## config.mk

```make
export PLATFORM = sky130hd
export DESIGN_NAME = irq_pending_bank
export DESIGN_NICKNAME = d
export VERILOG_FILES = /design/src/rtl/irqp_pkg.sv /design/src/rtl/irqp_cfg.sv /design/src/rtl/irqp_cell.sv /design/src/rtl/irq_pending_bank.sv
export SDC_FILE = /design/constraint.sdc
export NUM_CORES = 1
export LEC_CHECK = 0
export BUFFER_PORTS_ARGS = -buffer_cell sky130_fd_sc_hd__buf_2
export CAP_MARGIN = 25
export CORE_MARGIN = 2
export CORE_UTILIZATION = 41
export DETAILED_ROUTE_END_ITERATION = 16
export GPL_ROUTABILITY_DRIVEN = 0
export GPL_TIMING_DRIVEN = 0
export PLACE_DENSITY = 0.84
export SYNTH_ARGS = -nofsm -noshare
export SYNTH_HDL_FRONTEND = slang
export SYNTH_SLANG_ARGS = --single-unit
```

## constraint.sdc

```tcl
create_clock -name clk -period 0.8 [get_ports clk]
set_input_delay 0 -clock clk [delete_from_list [all_inputs] [get_ports clk]]
set_output_delay 0 -clock clk [all_outputs]
set_load 0.05 [all_outputs]
```

## src/rtl/irqp_pkg.sv

```systemverilog
package irqp_pkg;
   typedef enum logic {TRIG_LEVEL = 1'b0, TRIG_EDGE = 1'b1} trig_e;

   // bit in a configuration byte that selects the mode of slot j
   function automatic int mode_bit(input int slot);
      return 2 * slot + 1;
   endfunction

   function automatic int min1_clog2(input int n);
      return (n <= 1) ? 1 : $clog2(n);
   endfunction
endpackage

```

## src/rtl/irqp_cfg.sv

```systemverilog
module irqp_cfg
   import irqp_pkg::*;
#(
   parameter int NUM_IRQ = 32,
   parameter int NUM_SGI = 16,
   parameter int IDX_W   = 3
) (
   input  logic               clk,
   input  logic               rst_n,
   input  logic               wr_en,
   input  logic [IDX_W-1:0]   wr_idx,
   input  logic [7:0]         wr_data,
   output logic [NUM_IRQ-1:0] edge_o
);
   logic unused_even;
   assign unused_even = ^{wr_data[6], wr_data[4], wr_data[2], wr_data[0]};

   for (genvar i = 0; i < NUM_IRQ; i++) begin : g_mode
      if (i < NUM_SGI) begin : g_fixed
         assign edge_o[i] = TRIG_EDGE;
      end else begin : g_reg
         logic mode_q;
         always_ff @(posedge clk or negedge rst_n) begin
            if (!rst_n)
               mode_q <= TRIG_LEVEL;
            else if (wr_en && wr_idx == IDX_W'(i / 4))
               mode_q <= wr_data[mode_bit(i % 4)];
         end
         assign edge_o[i] = mode_q;
      end
   end

   // a write to a byte of software-generated IDs changes no mode
   p_sgi_cfg_r6 : assert property (@(posedge clk) disable iff (!rst_n)
      (wr_en && (int'(wr_idx) * 4 + 3 < NUM_SGI)) |=> $stable(edge_o));
endmodule

```

## src/rtl/irqp_cell.sv

```systemverilog
module irqp_cell (
   input  logic clk,
   input  logic rst_n,
   input  logic line,
   input  logic edge_mode,
   input  logic set_hit,
   input  logic clr_hit,
   input  logic ack_hit,
   output logic pend
);
   logic lvl_q, lat_q, lat_d, rise;

   assign rise = line & ~lvl_q;

   always_comb begin
      lat_d = lat_q;
      if (ack_hit)            lat_d = 1'b0;
      if (clr_hit)            lat_d = 1'b0;
      if (set_hit)            lat_d = 1'b1;
      if (edge_mode && rise)  lat_d = 1'b1;
   end

   always_ff @(posedge clk or negedge rst_n) begin
      if (!rst_n) begin
         lvl_q <= 1'b0;
         lat_q <= 1'b0;
      end else begin
         lvl_q <= line;
         lat_q <= lat_d;
      end
   end

   assign pend = lat_q | (~edge_mode & lvl_q);

   // a high level line shows as pending next cycle
   p_level_pend_r1 : assert property (@(posedge clk) disable iff (!rst_n)
      (!edge_mode && line) |=> (pend || edge_mode));
   // a rising edge on an edge-sensitive line latches pending
   p_edge_latch_r3 : assert property (@(posedge clk) disable iff (!rst_n)
      (edge_mode && line && !lvl_q) |=> pend);
   // clearing cannot drop a level interrupt whose line is high
   p_clr_level_r4 : assert property (@(posedge clk) disable iff (!rst_n)
      (!edge_mode && line && clr_hit) |=> (pend || edge_mode));
   // acknowledge without competing set drops the latch
   p_ack_clears_r8 : assert property (@(posedge clk) disable iff (!rst_n)
      (ack_hit && !set_hit && !(edge_mode && line && !lvl_q)) |=> !lat_q);
endmodule

```

## src/rtl/irq_pending_bank.sv

```systemverilog
module irq_pending_bank
   import irqp_pkg::*;
#(
   parameter  int NUM_IRQ   = 32,
   parameter  int NUM_SGI   = 16,
   localparam int ID_W      = min1_clog2(NUM_IRQ),
   localparam int CFG_IDX_W = min1_clog2(NUM_IRQ / 4)
) (
   input  logic                 clk,
   input  logic                 rst_n,
   input  logic [NUM_IRQ-1:0]   irq_line,
   input  logic                 cfg_wr_en,
   input  logic [CFG_IDX_W-1:0] cfg_wr_idx,
   input  logic [7:0]           cfg_wr_data,
   input  logic                 set_en,
   input  logic [NUM_IRQ-1:0]   set_mask,
   input  logic                 clr_en,
   input  logic [NUM_IRQ-1:0]   clr_mask,
   input  logic                 ack_en,
   input  logic [ID_W-1:0]      ack_id,
   output logic [NUM_IRQ-1:0]   cfg_edge,
   output logic [NUM_IRQ-1:0]   pending
);
   if (NUM_IRQ % 4 != 0 || NUM_IRQ < 4) begin : g_bad_num
      $error("NUM_IRQ must be a positive multiple of 4");
   end
   if (NUM_SGI > NUM_IRQ || NUM_SGI < 0) begin : g_bad_sgi
      $error("NUM_SGI must lie within 0..NUM_IRQ");
   end

   localparam logic [NUM_IRQ-1:0] SW_OK = {NUM_IRQ{1'b1}} << NUM_SGI;

   logic [NUM_IRQ-1:0] set_hit, clr_hit, ack_hit;

   assign set_hit = {NUM_IRQ{set_en}} & set_mask & SW_OK;
   assign clr_hit = {NUM_IRQ{clr_en}} & clr_mask & SW_OK;

   always_comb begin
      ack_hit = '0;
      if (ack_en) ack_hit[ack_id] = 1'b1;
   end

   irqp_cfg #(
      .NUM_IRQ (NUM_IRQ),
      .NUM_SGI (NUM_SGI),
      .IDX_W   (CFG_IDX_W)
   ) u_cfg (
      .clk     (clk),
      .rst_n   (rst_n),
      .wr_en   (cfg_wr_en),
      .wr_idx  (cfg_wr_idx),
      .wr_data (cfg_wr_data),
      .edge_o  (cfg_edge)
   );

   for (genvar i = 0; i < NUM_IRQ; i++) begin : g_cell
      irqp_cell u_cell (
         .clk       (clk),
         .rst_n     (rst_n),
         .line      (irq_line[i]),
         .edge_mode (cfg_edge[i]),
         .set_hit   (set_hit[i]),
         .clr_hit   (clr_hit[i]),
         .ack_hit   (ack_hit[i]),
         .pend      (pending[i])
      );
   end

   // set beats clear on the same ID
   p_set_wins_r9 : assert property (@(posedge clk) disable iff (!rst_n)
      (set_en && clr_en && |(set_mask & clr_mask & SW_OK))
      |=> |(pending & $past(set_mask & clr_mask & SW_OK)));
endmodule

```

==> impl_metrics.ini <==
[final_layout]
syn_to_final_growth_pct = 70.7
seqCellArea_um2 = 2000
fin_nets = 694
fill_cells = 599
post-route-cell-area_um2 = 6250
multi_input_area_um2 = 1200
post-route-util = 0.721
drive_above_1_share = 0.460

[worst_setup_path]
worstReg2RegStart = u_cfg.g_mode[28].g_reg.mode_q
r2r_end = u_cfg.g_mode[28].g_reg.mode_q
crit_path_max_fanout = 2
critPathMaxStageDelay_ns = 0.39
critPathKind = reg -> out
worstRegToRegCells = 3
reg2reg_setup_slack_ns = -0.23
endpoint_kind = output port
cp_top_family = flip-flops
worstPathArrival_ns = 1.15
worstPathRequired_ns = 0.80
startpoint_type = flip-flop
cp_cell_sequence = inv_2 > a21o_1 > buf_8
cp.buffers_inverters = 2
cp_slowest_cell = dfrtp_1

[yosys]
synth_top_area_share = 0.546
muxShareOfSynthArea = 0.0492
synthAdderAreaFrac = 0
synth_top_family_by_area = buffers and inverters
synthSimpleGateAreaFrac = 0.0844
syn_avg_cell_area_um2 = 10.7
syn_inst = 343
synth_top_area_cell = dfrtp_1
yosys-top-cells-area = dfrtp_1 55%, buf_4 13%, o211ai_1 5.7%
yosysUniqueCellTypes = 21
synth-compound-area-share = 0.148
ys_ff_latch = 80
synth_xor_area_frac = 0
synth_area_um2 = 3660
yosys_warnings = 0
seq_area_frac_synth = 0.546

[power]
seqPwrFrac = 0.358
switching_power_mw = 4.54
p_int_mw = 8.69
swShare = 0.343
peakVddDrop_mv = 1.28
pwr-share-clk = 0.221
p_total_mw = 13.2
comb_power_share = 0.421
power.density_nw_per_um2 = 2120
p_leak_nw = 3.02

[routing]
final_antenna_net_count = 0
drt_iter0_markers = 125
wire_per_inst_um = 17.9
firstDrtPassIters = 5
vias_per_cell = 4.88
detail_route.drc_violations = 0
vias = 3367
drt-total-wl_mm = 12.4

[clock_network]
htree_num_levels = 3
cts_tree = built
ctsHoldBuffers = 66
worstSkewPairLatency_ns = 0.35
cts_root_buf = clkbuf_8
cts_max_path_buffers = 2
cts_buffers = 9
clkSinkCount = 80
clkTransAtPathRegs_ns = 0.09

[timing]
hold_violations = 48
worst_slew_pin_slew_ns = 0.580
slew_headroom = 0.611
setup_ws_ns = -0.353
skew_ns = 0.00876
slew_violations = 0
fmax_ghz = 0.867
setup_tns_ns = -16.32
rsz0062_at_grt = true
finalSetupViolations = 78
min_period_ns = 1.15
fin_crit_sh = 1.44
holdWs_ns = -0.394

[flow_run]
drv_cap = 0

[die]
die_x_um = 98.5
start_util = 0.422
die_area_um2 = 9710
fp.coreArea_um2 = 8680
rows = 34
die_height_um = 98.5
ioPinCount = 182

[grt]
grt_use_total = 0.258
grt-ovfl-total = 0
grt_pass1_vias = 3754
antenna_found_initial = 1
grt_pass1_wl_mm = 19.3
grt_start_max_net_pins = 43

[status]
violations = negative hold slack, negative setup slack
outcome = complete, but fails checks

[min_path]
hold_class = in -> async

[place]
dp_hpwl_mm = 6.83
placed_cell_area_um2 = 4510
port_buffers = 127
how the worst max path moves through the flow:
stage | startpoint | cells past startpoint | endpoint | slack [ns]
floorplan | ack_id[0] | 4 | g_cell[24].u_cell.lat_q | -0.05
global placement | rst_n | 1 | g_cell[19].u_cell.lvl_q | -0.83
CTS | u_cfg.g_mode[22].g_reg.mode_q | 3 | cfg_edge[22] | -0.35
global route | u_cfg.g_mode[28].g_reg.mode_q | 3 | pending[28] | -0.40
detailed placement | set_en | 4 | g_cell[26].u_cell.lat_q | -0.42
finish | u_cfg.g_mode[28].g_reg.mode_q | 3 | pending[28] | -0.35
layout by cell type (no fill, tap or decap), types with 2 or more instances in the layout:
cell type,instances
dfrtp_1,80
buf_2,78
dlygate4sd3_1,66
buf_6,52
buf_8,47
nand2_1,34
inv_1,31
o211ai_1,28
buf_4,27
o21ai_0,23
a21o_1,16
conb_1,16
nand2_2,14
mux2_4,13
clkbuf_8,9
nand3b_1,5
o21ai_1,5
o21ai_2,4
o211ai_2,4
or3b_1,3
mux2_2,3
clkinv_2,3
clkbuf_2,2
clkbuf_1,2
nand4b_1,2
clkinvlp_4,2
buf_12,2
power by group through the flow:
stage	Clock, mW	Combinational [mW]	Sequential [mW]
after floorplan	0	2.57	4.74
after global placement	0	3.29	4.81
after detailed placement	0	3.35	4.83
after CTS	2.99	5.25	4.70
after global routing	3.20	5.82	4.79
final	2.93	5.57	4.73
registers in the layout, indices dropped and copies added, names as in the netlist:
register	count
g_cell.u_cell.lvl_q	32
g_cell.u_cell.lat_q	32
u_cfg.g_mode.g_reg.mode_q	16
cell usage after synthesis (all sizes together):
cell,count
a21o,16
nand3b,5
o21ai,32
nand3,2
or3,1
conb,1
nor3,1
nand4b,2
mux2,16
nand2,49
inv,32
or3b,4
nand4,1
dfrtp,80
o211ai,32
clkbuf,3
buf,66
per-layer routing:
metal,vias up,share of wire,global-route usage
met3,26,0.061,0.0624
met1,1654,0.38,0.300
met5,-,0,0
li1,1540,-,-
met4,0,0.025,0.109
met2,147,0.53,0.453
layout make-up:
type	count	area share
clock inverter	6	0.00960
clock buffer	10	0.0204
inverter	32	0.0192
tap	108	0.0216
antenna	1	0.000400
multi-input combinational	177	0.192
sequential	80	0.320
timing repair buffer	236	0.358
buffer	40	0.0586
cells by family after synthesis:
group / after synthesis
flops: 80
mux: 16
other cells: 1
buf+inv: 101
compound gates: 80
simple gates: 65
what timing repair did:
item,CTS,global route
pin swaps,26,13
setup buffers,37,7
resized for setup,205,37
hold endpoints to repair,118,38
endpoints found under the setup margin,62,83
worst register-to-register path, delay by kind of cell, from the launching register on:
kind,cells,cell delay [ns]
mux,1,0.26
flops,1,0.41
buf+inv,2,0.24
metrics by stage:
step	setup WS (ns)	cells
after floorplan	-0.0522	358
after global placement	-0.827	593
after detailed placement	-0.415	594
after CTS	-0.348	684
after global routing	-0.399	690
final	-0.353	690
(Power assumes the default switching activity.)
